### src/rtl/vga_port_pkg.sv
package vga_port_pkg;

    typedef logic [7:0] byte_t;

    // Port offsets (classic port number minus 0x300)
    localparam byte_t OFS_ATTR_PORT = 8'hC0;
    localparam byte_t OFS_ATTR_RD   = 8'hC1;
    localparam byte_t OFS_MISC_W    = 8'hC2;
    localparam byte_t OFS_SEQ_I     = 8'hC4;
    localparam byte_t OFS_SEQ_D     = 8'hC5;
    localparam byte_t OFS_MISC_R    = 8'hCC;
    localparam byte_t OFS_GC_I      = 8'hCE;
    localparam byte_t OFS_GC_D      = 8'hCF;
    localparam byte_t OFS_CRT_I     = 8'hD4;
    localparam byte_t OFS_CRT_D     = 8'hD5;
    localparam byte_t OFS_STAT      = 8'hDA;

    // CRT controller write lock
    localparam int CRT_LOCK_REG  = 17;
    localparam int CRT_LOCK_BIT  = 7;
    localparam int CRT_LOCK_SPAN = 8;

    typedef enum logic [3:0] {
        SEL_NONE,
        SEL_ATTR_PORT,
        SEL_ATTR_RD,
        SEL_MISC_W,
        SEL_MISC_R,
        SEL_SEQ_I,
        SEL_SEQ_D,
        SEL_GC_I,
        SEL_GC_D,
        SEL_CRT_I,
        SEL_CRT_D,
        SEL_STAT
    } port_sel_e;

    typedef struct packed {
        logic idx_wr;
        logic dat_wr;
    } bank_wr_t;

    function automatic port_sel_e decode_port(byte_t a);
        case (a)
            OFS_ATTR_PORT: return SEL_ATTR_PORT;
            OFS_ATTR_RD:   return SEL_ATTR_RD;
            OFS_MISC_W:    return SEL_MISC_W;
            OFS_MISC_R:    return SEL_MISC_R;
            OFS_SEQ_I:     return SEL_SEQ_I;
            OFS_SEQ_D:     return SEL_SEQ_D;
            OFS_GC_I:      return SEL_GC_I;
            OFS_GC_D:      return SEL_GC_D;
            OFS_CRT_I:     return SEL_CRT_I;
            OFS_CRT_D:     return SEL_CRT_D;
            OFS_STAT:      return SEL_STAT;
            default:       return SEL_NONE;
        endcase
    endfunction

    function automatic byte_t status_byte(logic retrace, logic disp_off);
        return {4'b0000, retrace, 2'b00, disp_off};
    endfunction

    function automatic bank_wr_t pair_strobes(logic wr, port_sel_e sel,
                                              port_sel_e isel, port_sel_e dsel);
        bank_wr_t s;
        s.idx_wr = wr && (sel == isel);
        s.dat_wr = wr && (sel == dsel);
        return s;
    endfunction

endpackage

### src/rtl/vga_idx_bank.sv
module vga_idx_bank
    import vga_port_pkg::*;
#(
    parameter int N = 8,
    parameter int LOCK_N = 0,
    parameter logic [N*8-1:0] INIT = '0
) (
    input  logic           clk,
    input  logic           rst,
    input  bank_wr_t       wr,
    input  byte_t          wdata,
    input  logic           lock,
    output byte_t          idx,
    output byte_t          dat,
    output logic [N*8-1:0] flat
);
    localparam int    IW   = (N > 1) ? $clog2(N) : 1;
    localparam byte_t LAST = byte_t'(N - 1);

    byte_t mem [N];
    logic  in_range;
    logic  guarded;

    assign in_range = (idx <= LAST);

    generate
        if (LOCK_N > 0) begin : g_lock
            assign guarded = lock && (idx < byte_t'(LOCK_N));
        end else begin : g_nolock
            assign guarded = lock && 1'b0;
        end
    endgenerate

    always_ff @(posedge clk) begin
        if (rst) begin
            idx <= '0;
            for (int i = 0; i < N; i++) mem[i] <= INIT[i*8 +: 8];
        end else if (wr.idx_wr) begin
            idx <= wdata;
        end else if (wr.dat_wr && in_range && !guarded) begin
            mem[idx[IW-1:0]] <= wdata;
        end
    end

    assign dat = in_range ? mem[idx[IW-1:0]] : 8'h00;

    generate
        for (genvar g = 0; g < N; g++) begin : g_flat
            assign flat[g*8 +: 8] = mem[g];
        end
    endgenerate


    lock_discard_chk: assert property (@(posedge clk) disable iff (rst)
        (wr.dat_wr && !wr.idx_wr && guarded) |=> $stable(flat));


    range_discard_chk: assert property (@(posedge clk) disable iff (rst)
        (wr.dat_wr && !wr.idx_wr && !in_range) |=> $stable(flat));


    data_store_chk: assert property (@(posedge clk) disable iff (rst)
        (wr.dat_wr && !wr.idx_wr && in_range && !guarded) |=> (dat == $past(wdata)));


    index_store_chk: assert property (@(posedge clk) disable iff (rst)
        wr.idx_wr |=> (idx == $past(wdata)));

endmodule

### src/rtl/vga_attr_flip.sv
module vga_attr_flip (
    input  logic clk,
    input  logic rst,
    input  logic step,
    input  logic clear,
    output logic at_data
);
    always_ff @(posedge clk) begin
        if (rst || clear) at_data <= 1'b0;
        else if (step)    at_data <= ~at_data;
    end


    resync_chk: assert property (@(posedge clk) disable iff (rst)
        clear |=> !at_data);


    alternate_chk: assert property (@(posedge clk) disable iff (rst)
        (step && !clear) |=> (at_data != $past(at_data)));

endmodule

### src/rtl/vga_port_bank.sv
module vga_port_bank
    import vga_port_pkg::*;
#(
    parameter int SEQ_N  = 5,
    parameter int CRTC_N = 25,
    parameter int GC_N   = 9,
    parameter int ATTR_N = 21
) (
    input  logic                clk,
    input  logic                rst,
    input  logic [7:0]          io_addr,
    input  logic                io_rd,
    input  logic                io_wr,
    input  logic [7:0]          io_wdata,
    output logic [7:0]          io_rdata,
    input  logic                vretrace_in,
    input  logic                disp_off_in,
    output logic [7:0]          misc_out,
    output logic [SEQ_N*8-1:0]  seq_out,
    output logic [CRTC_N*8-1:0] crtc_out,
    output logic [GC_N*8-1:0]   gc_out,
    output logic [ATTR_N*8-1:0] attr_out
);
    localparam int LOCK_POS = CRT_LOCK_REG * 8 + CRT_LOCK_BIT;
    localparam logic [CRTC_N*8-1:0] CRTC_INIT =
        {{(CRTC_N*8-1){1'b0}}, 1'b1} << LOCK_POS;

    port_sel_e sel;
    bank_wr_t  seq_wr, crt_wr, gc_wr, attr_wr;
    logic      attr_at_data, attr_hit, stat_rd;
    byte_t     seq_idx, seq_dat, crt_idx, crt_dat, gc_idx, gc_dat, attr_idx, attr_dat;
    byte_t     rd_mux;

    assign sel      = decode_port(io_addr);
    assign seq_wr   = pair_strobes(io_wr, sel, SEL_SEQ_I, SEL_SEQ_D);
    assign crt_wr   = pair_strobes(io_wr, sel, SEL_CRT_I, SEL_CRT_D);
    assign gc_wr    = pair_strobes(io_wr, sel, SEL_GC_I, SEL_GC_D);
    assign attr_hit = io_wr && (sel == SEL_ATTR_PORT);
    assign attr_wr.idx_wr = attr_hit && !attr_at_data;
    assign attr_wr.dat_wr = attr_hit && attr_at_data;
    assign stat_rd  = io_rd && (sel == SEL_STAT);

    vga_idx_bank #(.N(SEQ_N)) u_seq (
        .clk(clk), .rst(rst), .wr(seq_wr), .wdata(io_wdata), .lock(1'b0),
        .idx(seq_idx), .dat(seq_dat), .flat(seq_out));

    vga_idx_bank #(.N(CRTC_N), .LOCK_N(CRT_LOCK_SPAN), .INIT(CRTC_INIT)) u_crt (
        .clk(clk), .rst(rst), .wr(crt_wr), .wdata(io_wdata),
        .lock(crtc_out[LOCK_POS]),
        .idx(crt_idx), .dat(crt_dat), .flat(crtc_out));

    vga_idx_bank #(.N(GC_N)) u_gc (
        .clk(clk), .rst(rst), .wr(gc_wr), .wdata(io_wdata), .lock(1'b0),
        .idx(gc_idx), .dat(gc_dat), .flat(gc_out));

    vga_idx_bank #(.N(ATTR_N)) u_attr (
        .clk(clk), .rst(rst), .wr(attr_wr), .wdata(io_wdata), .lock(1'b0),
        .idx(attr_idx), .dat(attr_dat), .flat(attr_out));

    vga_attr_flip u_flip (
        .clk(clk), .rst(rst), .step(attr_hit), .clear(stat_rd), .at_data(attr_at_data));

    always_ff @(posedge clk) begin
        if (rst)                                  misc_out <= '0;
        else if (io_wr && sel == SEL_MISC_W)      misc_out <= io_wdata;
    end

    always_comb begin
        case (sel)
            SEL_ATTR_PORT: rd_mux = attr_idx;
            SEL_ATTR_RD:   rd_mux = attr_dat;
            SEL_MISC_R:    rd_mux = misc_out;
            SEL_SEQ_I:     rd_mux = seq_idx;
            SEL_SEQ_D:     rd_mux = seq_dat;
            SEL_GC_I:      rd_mux = gc_idx;
            SEL_GC_D:      rd_mux = gc_dat;
            SEL_CRT_I:     rd_mux = crt_idx;
            SEL_CRT_D:     rd_mux = crt_dat;
            SEL_STAT:      rd_mux = status_byte(vretrace_in, disp_off_in);
            default:       rd_mux = 8'h00;
        endcase
    end

    always_ff @(posedge clk) begin
        if (rst)        io_rdata <= '0;
        else if (io_rd) io_rdata <= rd_mux;
    end


    rdata_hold_chk: assert property (@(posedge clk) disable iff (rst)
        !io_rd |=> $stable(io_rdata));


    status_value_chk: assert property (@(posedge clk) disable iff (rst)
        stat_rd |=> (io_rdata == {4'b0000, $past(vretrace_in), 2'b00, $past(disp_off_in)}));


    misc_load_chk: assert property (@(posedge clk) disable iff (rst)
        (io_wr && sel == SEL_MISC_W) |=> (misc_out == $past(io_wdata)));

endmodule

### config.mk
export PLATFORM = sky130hd
export DESIGN_NAME = vga_port_bank
export DESIGN_NICKNAME = d
export VERILOG_FILES = /design/src/rtl/vga_port_pkg.sv /design/src/rtl/vga_idx_bank.sv /design/src/rtl/vga_attr_flip.sv /design/src/rtl/vga_port_bank.sv
export SDC_FILE = /design/constraint.sdc
export NUM_CORES = 1
export LEC_CHECK = 0
export BUFFER_PORTS_ARGS = -buffer_cell sky130_fd_sc_hd__buf_2
export CAP_MARGIN = 10
export CORE_ASPECT_RATIO = 0.5
export CORE_UTILIZATION = 55
export CTS_BUF_LIST = sky130_fd_sc_hd__clkbuf_4
export CTS_CLUSTER_SIZE = 30
export DETAILED_ROUTE_END_ITERATION = 7
export GPL_ROUTABILITY_DRIVEN = 1
export PLACE_DENSITY = 0.84
export REMOVE_ABC_BUFFERS = 1
export SYNTH_ARGS = -nofsm -noshare
export SYNTH_HDL_FRONTEND = slang
export SYNTH_SLANG_ARGS = --single-unit
### constraint.sdc
create_clock -name clk -period 6.7 [get_ports clk]
set_input_delay 0.67 -clock clk [delete_from_list [all_inputs] [get_ports clk]]
set_output_delay 0.67 -clock clk [all_outputs]
set_load 0.03 [all_outputs]
-- Word-level counts from Yosys, hierarchy flattened
Memories as Yosys holds them, arrays and structs flattened. A register that Yosys moved wholly into a read port is not among the register bits.
Index checks and enable logic that the tools add are counted.
- register bits: 49
- latch bits: 0
- memory bits (writable): 480
- bits in read-only memories: 0
- output and inout port bits: 496
- logic and storage cells: 107
- memories: 4
- memory list (memory ; depth ; width ; read ports ; clocked after Yosys merged registers in ; write ports ; RTL line ; RTL):
    u_crt.mem ; 25 ; 8 ; 26 ; 1 ; 25 ; vga_idx_bank.sv:20 ; byte_t mem [N];
    u_attr.mem ; 21 ; 8 ; 22 ; 1 ; 21 ; vga_idx_bank.sv:20 ;
    u_gc.mem ; 9 ; 8 ; 10 ; 1 ; 9 ; vga_idx_bank.sv:20 ;
    u_seq.mem ; 5 ; 8 ; 6 ; 1 ; 5 ; vga_idx_bank.sv:20 ;
- $add $sub $neg: 0
- multipliers: 0
- div/mod/pow operators: 0
- order comparisons: 5
- equal/unequal tests: 22
- shift-type cells: 0
- mux-type cells: 44
- bitwise gates (word level): 1
- reduce and logical (&&, ||, !) cells: 24
- operator list (operator ; count):
    $eq 8x8->1 const B ; 11
    $pmux 8 s10 ; 1
    $mux 8 ; 8
    $pmux 4 s11 ; 1
    $reduce_or 8->1 ; 4
    $mux 5 ; 6
    $mux 1 ; 22
    $logic_and 1x1->1 ; 17
    $eq 4x3->1 const B ; 4
    $eq 4x4->1 const B ; 4
    $le 8x5->1 const B ; 2
    $mux 4 ; 3
    $mux 3 ; 3
    $eq 4x2->1 const B ; 2
    $le 8x3->1 const B ; 1
    $le 8x4->1 const B ; 1
    $lt 8x4->1 const B ; 1
    $eq 4x1->1 const B ; 1
    $logic_not 1->1 ; 2
    $logic_or 1x1->1 ; 1
    $not 1->1 ; 1

-- Depth between registers and ports, before layout
Gate-level depths: netlist of the first run.
- depth after elaboration: 12
- mapped depth: 15
- gate-level depth less buffers: 13

-- Modules after synthesis
A second synthesis of the first run with hierarchy kept.
- cell total of the unflattened synthesis: 2522
- area total of the unflattened synthesis: 34660.7 um2
- modules (own cells, without submodules) (module ; instances ; cells an instance ; area each (um2) ; sequential area each (um2)):
    vga_idx_bank (u_attr) ; 1 ; 843 ; 11950.2 ; 7947.6
    vga_idx_bank (u_crt) ; 1 ; 897 ; 11748.8 ; 7947.6
    vga_idx_bank (u_gc) ; 1 ; 348 ; 5968.2 ; 4083.9
    vga_idx_bank (u_seq) ; 1 ; 228 ; 3320.7 ; 2142.1
    vga_port_bank ; 1 ; 203 ; 1634.1 ; 320.3
    vga_attr_flip ; 1 ; 3 ; 38.8 ; 20.0

-- Least setup slack after synthesis of the first run
OpenSTA, ideal clock, no wires.
- kind: input port to flip-flop
- start: in io_addr[4]
- end: mem u_gc.mem[1][0] (netlist name) (enable)
- library setup time: 0.384 ns
- data arrival time: 3.539 ns
- data required time: 6.316 ns
- setup slack: 2.777 ns
- stages on the path: 13
- buffers on the path: 1
- cells stage by stage: and2b_1 > nand2_1 > o21ai_0 > and3_1 > o21ai_0 > ha_1 > nand3_1 > nand3_1 > a21oi_1 > or2_1 > buf_2 > or4_4 > o21ai_0
- RTL lines (what ; RTL line ; RTL):
    start, declared ; vga_port_bank.sv:11 ; input logic [7:0] io_addr,
    end, declared ; vga_idx_bank.sv:20 ;

==> summary.txt, run 1 <==
Outcome
  • Outcome: complete, but fails checks
  • Failing checks: DRC

Layout
  • Area Overhead vs Synth: 18.1%
  • Nets@finish: 3095
  • Proportion of layout cells with a drive suffix above 1: roughly a third

Timing
  • RSZ-0062 raised after global routing: no
  • Crit share post-route: between 60% and 70%
  • Final min period: 4180 ps
  • FMAX: 239 MHz
  • Hold Violations, Final: 0
  • Slew of the pin with the lowest slew margin: 1240 ps
  • Final-report setup violation count: 0
  • Final Max Slew Viols: 0
  • Skew final: 63.2 ps
  • Total negative slack: 0 ps
  • Relative slew slack: 17.5%

Global routing
  • Largest net degree at the start of global routing: 94
  • Wire length of the first global-routing pass: 145 mm
  • Grt ovf: 0
  • Via count of the first global-routing pass: 22500
  • Initial antenna violation count: 2
  • GRT Total Usage: a little under a third

Placement
  • IO Port Bufs: 517
  • GPL Wtd Cong: between 0.9 and 1
  • Final HPWL DP: 69.3 mm

Yosys
  • Post-synth EDFFs: just over 700
  • Synth Register Bits: 770
  • Post-Synthesis Cell Area: 34100 um2
  • Cell taking the most area after synthesis: edfxtp_1
  • Post-synth top cells: edfxtp_1, and2_1, mux2i_1
  • Syn Inst Count: 2297
  • Top_reg_cell synth: edfxtp_1
  • Yosys cell types: 75
  • Synth top area cells: edfxtp_1, and2_1, mux4_2
  • Register area share after synthesis: between 60% and 70%
  • Synth top area share: 61.9%
  • Post-Syn Area per Cell: between 10 and 15 um2
  • Asr flop ratio synth: 0%
  • Most numerous cell in the Yosys netlist: edfxtp_1
  • Yosys warnings: 0

Clock network
  • CTS tree: done
  • Cts hold-fix bufs: 1
  • Clk slew on worst S/H paths: 70 ps
  • Total CTS buffers: 170
  • Post-CTS resize count: 0
  • CTS root buf: clkbuf_4
  • Clock Path Buffers: 3
  • Clock Latency Late Sink: 960 ps
  • TritonCTS Sinks: 770
  • H-tree depth: 4
  • Setup repair bufs after CTS: 0

Floorplan
  • Width of the chip: 354 um
  • Die ar.: 63100 um2
  • Total core area: ~61000 um2
  • Die extent in y: 178 um
  • Boundary Pins: 518
  • Rows: 64
  • Effective utilization at floorplan: 55.7%

Route
  • DRT iter0 DRCs: ~2900
  • Drt first pass iters: 8
  • DRC: 3
  • Total routed wirelength: 101 mm
  • Wire per inst: 25.1 um
  • Vias per cell: 5.95
  • Routed Antenna Nets: 0
  • Total vias in the final route: 24000

Setup path
  • Critical path endpoint category: flip-flop
  • Most common cell on crit path: o21ai_0
  • CP peak stage delay: 1260 ps
  • WS Path Type: in2reg
  • Maximum fanout along the worst path: 14
  • Req. time, crit path: 7230 ps
  • Top delay family on crit path: simple AND/OR/NAND/NOR gates
  • Critical path's slowest cell: o21ai_0
  • Crit path DAT: about 4700 ps
  • Buf/Inv on CP: 1
  • Critical path launch point type: input port
  • R2R setup slack: 2890 ps
  • Cell breakdown of the critical path: buf_2 -> nand2b_2 -> o21ai_0 -> and3_1 -> o21ai_0 -> ha_1 -> o31ai_4 -> nand4_1 -> nor3_4 -> nand3_1 -> o21ai_0

Power and ir drop
  • Worst VDD drop: 0.170 mV
  • Pleak: 15.5 nW
  • Total power: 9.95 mW
  • PD cells: 247 nW/um2

Flow run
  • Total of max-cap violations: 0

Min path
  • Worst Hold Class: in2reg
flip-flops by register name, indices dropped and copies added, names as in the netlist, 64 cells and up, named ones only:
| register | cells |
|---|---|
| u_attr.mem | 256 |
| u_crt.mem | 256 |
| u_gc.mem | 128 |
| u_seq.mem | 64 |
cells by family after synthesis:
family                     count (synthesis)  synth area share (%)
muxes                                    270                  12.3
adders and majority gates                  3                 0.110
buffers and inverters                    182                  2.31
xor gates and xnor gates                   1                0.0257
and+or+nand+nor                          810                  14.2
other                                      1                0.0110
DFF                                      770                  65.8
AOI/OAI and AO/OA                        260                  5.21
layout by cell type (no fill, tap or decap), drive strengths merged, types with 7 or more instances in the layout:
cell type | Yosys | layout
a21oi | 38 | 38
a221oi | 30 | 30
a22oi | 55 | 55
a31oi | 7 | 7
and2 | 477 | 477
and3 | 19 | 19
buf | 53 | 547
clkbuf | 117 | 259
clkinv | 0 | 38
conb | 1 | 224
dfxtp | 66 | 66
edfxtp | 704 | 704
inv | 11 | 17
mux2i | 148 | 148
mux4 | 120 | 120
nand2 | 74 | 74
nand3 | 61 | 61
nor2 | 94 | 94
nor2b | 10 | 10
nor3 | 11 | 11
nor4 | 7 | 7
o211ai | 16 | 16
o21ai | 72 | 72
or2 | 12 | 12
or3 | 8 | 8
layer usage:
layer / wire (um) / up-vias / GRT usage, % / part of all wire, %
met5: 0 / - / 0 / 0
met4: 5470 / 0 / 16.2 / 5.4
li1: - / 10100 / - / -
met1: 35300 / 11800 / 40.6 / 35
met3: 12000 / 320 / 7.47 / 12
met2: 48500 / 1732 / 50.1 / 48
path summary, 6_finish.rpt:
kind                                    from          endpoint  depth (start not counted)
worst min-delay path             io_wdata[4]   u_gc.mem[10][4]                          1
worst min register to register   io_rdata[1]       io_rdata[1]                          2
worst max register to register  u_crt.idx[3]  u_crt.mem[16][3]                          4
worst max-delay path              io_addr[2]  u_crt.mem[16][3]                         11
worst reg2reg max path, delay by kind of cell, from the launching register on:
family / cells / cell delay (ps)
simple gates: 2 / 1020
flops: 1 / 710
compound gates: 2 / 1650
per-stage QoR:
step | hold WS [ps] | setup slack, ps | cell area, um2 | std cells | util (%)
after CTS | 40.0 | 2690 | 40300 | 4029 | 65.8
after floorplan | 443 | 1460 | 34200 | 2349 | -
after global placement | 438 | 1760 | 38100 | 3721 | 62.2
final | 105 | 2520 | 40300 | 4032 | 65.8
after global routing | 47.4 | 2380 | 40300 | 4032 | 65.8
after detailed placement | 439 | 1710 | 38100 | 3721 | 62.2
layout make-up:
| type | instances | area [um2] |
|---|---|---|
| Timing Repair Buffer | 549 | 2840 |
| Clock inverter | 49 | 256 |
| Tap cell | 825 | 1030 |
| Fill cell | 4258 | 21000 |
| Inverter | 11 | 41.3 |
| Multi-Input combinational cell | 1568 | 11700 |
| Clock buffer | 258 | 1940 |
| Antenna cell | 2 | 5.00 |
| Sequential cell | 770 | 22500 |
power breakdown:
part	leakage [nW]	switching, mW	internal, mW
sequential	7.61	0.119	5.46
combinational	6.54	0.517	0.154
clock	1.31	1.86	1.84
total	15.5	2.49	7.46
(Power assumes the default switching activity.)
==> run 2, diff against run 1 <==
CORE_UTILIZATION = 53   (was 55)
PLACE_DENSITY = 0.85   (was 0.84)
clock period = 3.6 ns   (was 6.7 ns; I/O delays follow)
==> run 2 against run 1 <==
Net effect:
- the run still ends with DRC left
- power grew 87%
- critical endpoint is now io_rdata[0]
- largest power group unchanged
- sequential power increased by 86%
- first-iteration DRC count grew 28%
- final area up 2.3%
- setup slack got worse by 1900 ps
- die area rose by 3.7%
- hold slack worse by 11 ps
- wire length up 4.1%
- critical path depth is 3 lower
- critical path type is now reg2reg
==> summary.txt, run 2 (synthesis gave the netlist of run 1 again) <==
Global routing
  • GRT Total Usage: about a third
  • Via count of the first global-routing pass: 24000
  • Largest net degree at the start of global routing: between 90 and 100
  • Initial antenna violation count: 3
  • Grt ovf: 0
  • Wire length of the first global-routing pass: 152 mm

Layout
  • Nets@finish: 3203
  • Area Overhead vs Synth: 20.8%
  • Most frequent cells in the layout: edfxtp_1, buf_2, and2_1, clkbuf_4, conb_1
  • Filler cells: approximately 4300
  • Fin util: 65.0%
  • Commonest non-fill, non-tap cell in the layout: edfxtp_1
  • Filler-free cell count of the finished design: 4154
  • Register area: 22500 um2
  • Design Area, Final: just over 40000 um2
  • Regs by FF count: u_attr.mem: 256 flops, u_crt.mem: 256 flops, u_gc.mem: 128 flops
  • Proportion of layout cells with a drive suffix above 1: 33.6%
  • Multi-input combinational cell area: 11700 um2

Min path
  • Hold Path Origin: io_addr[0]
  • Hold path endpoint: u_seq.idx[3]
  • Worst Hold Class: in2reg
  • Hold Path Depth: 5

Route
  • Vias per cell: slightly below 6
  • Total routed wirelength: approximately 110 mm
  • Drt first pass iters: 8
  • Total vias in the final route: 24700
  • Routed Antenna Nets: 0
  • Wire per inst: 25.4 um
  • DRT iter0 DRCs: 3698
  • DRC: 5

Timing
  • Relative slew slack: 13.1%
  • Crit share post-route: 82.5%
  • Skew final: between 80 and 90 ps
  • Final-report setup violation count: 0
  • Slew of the pin with the lowest slew margin: 1280 ps
  • RSZ-0062 raised after global routing: no
  • Final min period: about 3000 ps
  • Hold Violations, Final: 0
  • Final Max Slew Viols: 0
  • FMAX: 337 MHz

Setup path
  • R2R setup slack: 630 ps
  • R2r worst-path depth: 8
  • Critical path launch point type: flip-flop
  • Req. time, crit path: approximately 4300 ps
  • Critical path endpoint category: flip-flop
  • WS Path Type: reg2reg
  • R2r endpoint: io_rdata[0]
  • Crit path DAT: 3710 ps
  • Maximum fanout along the worst path: 10

Power and ir drop
  • Combinational Power Share: under 10%
  • PD cells: between 400 and 500 nW/um2
  • Pleak: 16.0 nW
  • Sequential Power Share: 55.6%
  • Pint: 13.9 mW
  • Sw Share: 25.4%
  • Worst VDD drop: 0.278 mV
  • P_sw: 4.74 mW
  • Clk pwr share: 37.3%

Floorplan
  • Boundary Pins: 518
  • Effective utilization at floorplan: about 54%
  • Die ar.: 65500 um2
  • Rows: 65
  • Die extent in y: between 150 and 200 um
  • Total core area: approximately 63000 um2
  • Width of the chip: around 360 um

Clock network
  • Clock Path Buffers: 3
  • H-tree depth: 4
  • Setup repair bufs after CTS: 0
  • CTS root buf: clkbuf_4
  • TritonCTS Sinks: 770
  • Post-CTS resize count: 0
  • CTS tree: done
  • Clock Latency Late Sink: 950 ps
  • Total CTS buffers: 171
  • Clk slew on worst S/H paths: 80 ps

Outcome
  • Outcome: complete, but fails checks
  • Failing checks: DRC

Placement
  • IO Port Bufs: approximately 520
  • Final HPWL DP: 72.4 mm
  • Area of placed instances: 38900 um2
  • GPL Wtd Cong: between 0.9 and 1
  • Placed cells: ~3800

Flow run
  • Total of max-cap violations: 0
## run 2: cell types whose count changed in the layout (fill, tap and decap cells not counted), moves of 2 or more
cell,before,now
dlygate4sd3_1,1,6
buf_12,0,5
inv_2,7,4
clkinv_1,34,38
clkinv_4,1,4
buf_4,35,133
clkinvlp_4,3,1
## run 2: metrics by stage
stage	hold slack, ps	setup WS [ps]	power, mW	setup TNS, ps
floorplan	429	-1640	11.2	-12330
global placement	435	116	11.8	0
detailed placement	442	38.3	11.8	0
CTS	16.6	683	18.6	0
global route	49.7	487	19.2	0
finish	94.6	629	18.6	0
## run 2: layout make-up
type / instances / area share, %
inverters: 11 / 0.100
clock buffers: 257 / 4.68
well taps: 837 / 2.54
repair buffers: 656 / 9.03
diodes: 3 / 0.0182
clock inverters: 52 / 0.671
flip-flops and latches: 770 / 54.5
multi-input cells: 1568 / 28.4
## run 2: worst max path at each step
stage	from	end	depth (start not counted)
after floorplan	flip-flop	io_rdata[6]	7
after detailed placement	io_addr[4]	u_attr.mem[5][2]	14
after CTS	flip-flop	io_rdata[0]	7
after global placement	io_addr[4]	u_attr.mem[9][3]	14
final	flip-flop	io_rdata[0]	8
after global routing	flip-flop	io_rdata[0]	7
## run 2: critical path, cell delays in order, from the launching register on
cell	delay (ps)
dfxtp_1	730
and2_1	530
buf_4	300
a22oi_1	130
a22oi_1	210
o2111ai_1	160
and2_1	240
a2111oi_2	380
o21ai_1	90
## run 2: timing repair
action / CTS / global route
endpoints found under the hold margin: 54 / 0
setup endpoints to repair: 0 / 0
hold buffers: 6 / 0
## run 2: power groups by stage
stage               logic (mW)  registers, mW  clock network, mW
finish                    1.33           10.4               6.95
global route              1.37           10.4               7.43
CTS                       1.30           10.4               6.98
detailed placement        1.29           10.6                  0
global placement          1.27           10.5                  0
floorplan                0.286           10.9                  0
## run 2: layer usage
layer	GRT usage, %	vias up	routed length (um)
met3	9.10	445	13000
met5	0	-	0
met4	19.2	0	7350
met1	38.2	12100	35500
li1	-	10300	-
met2	50.3	1891	49500
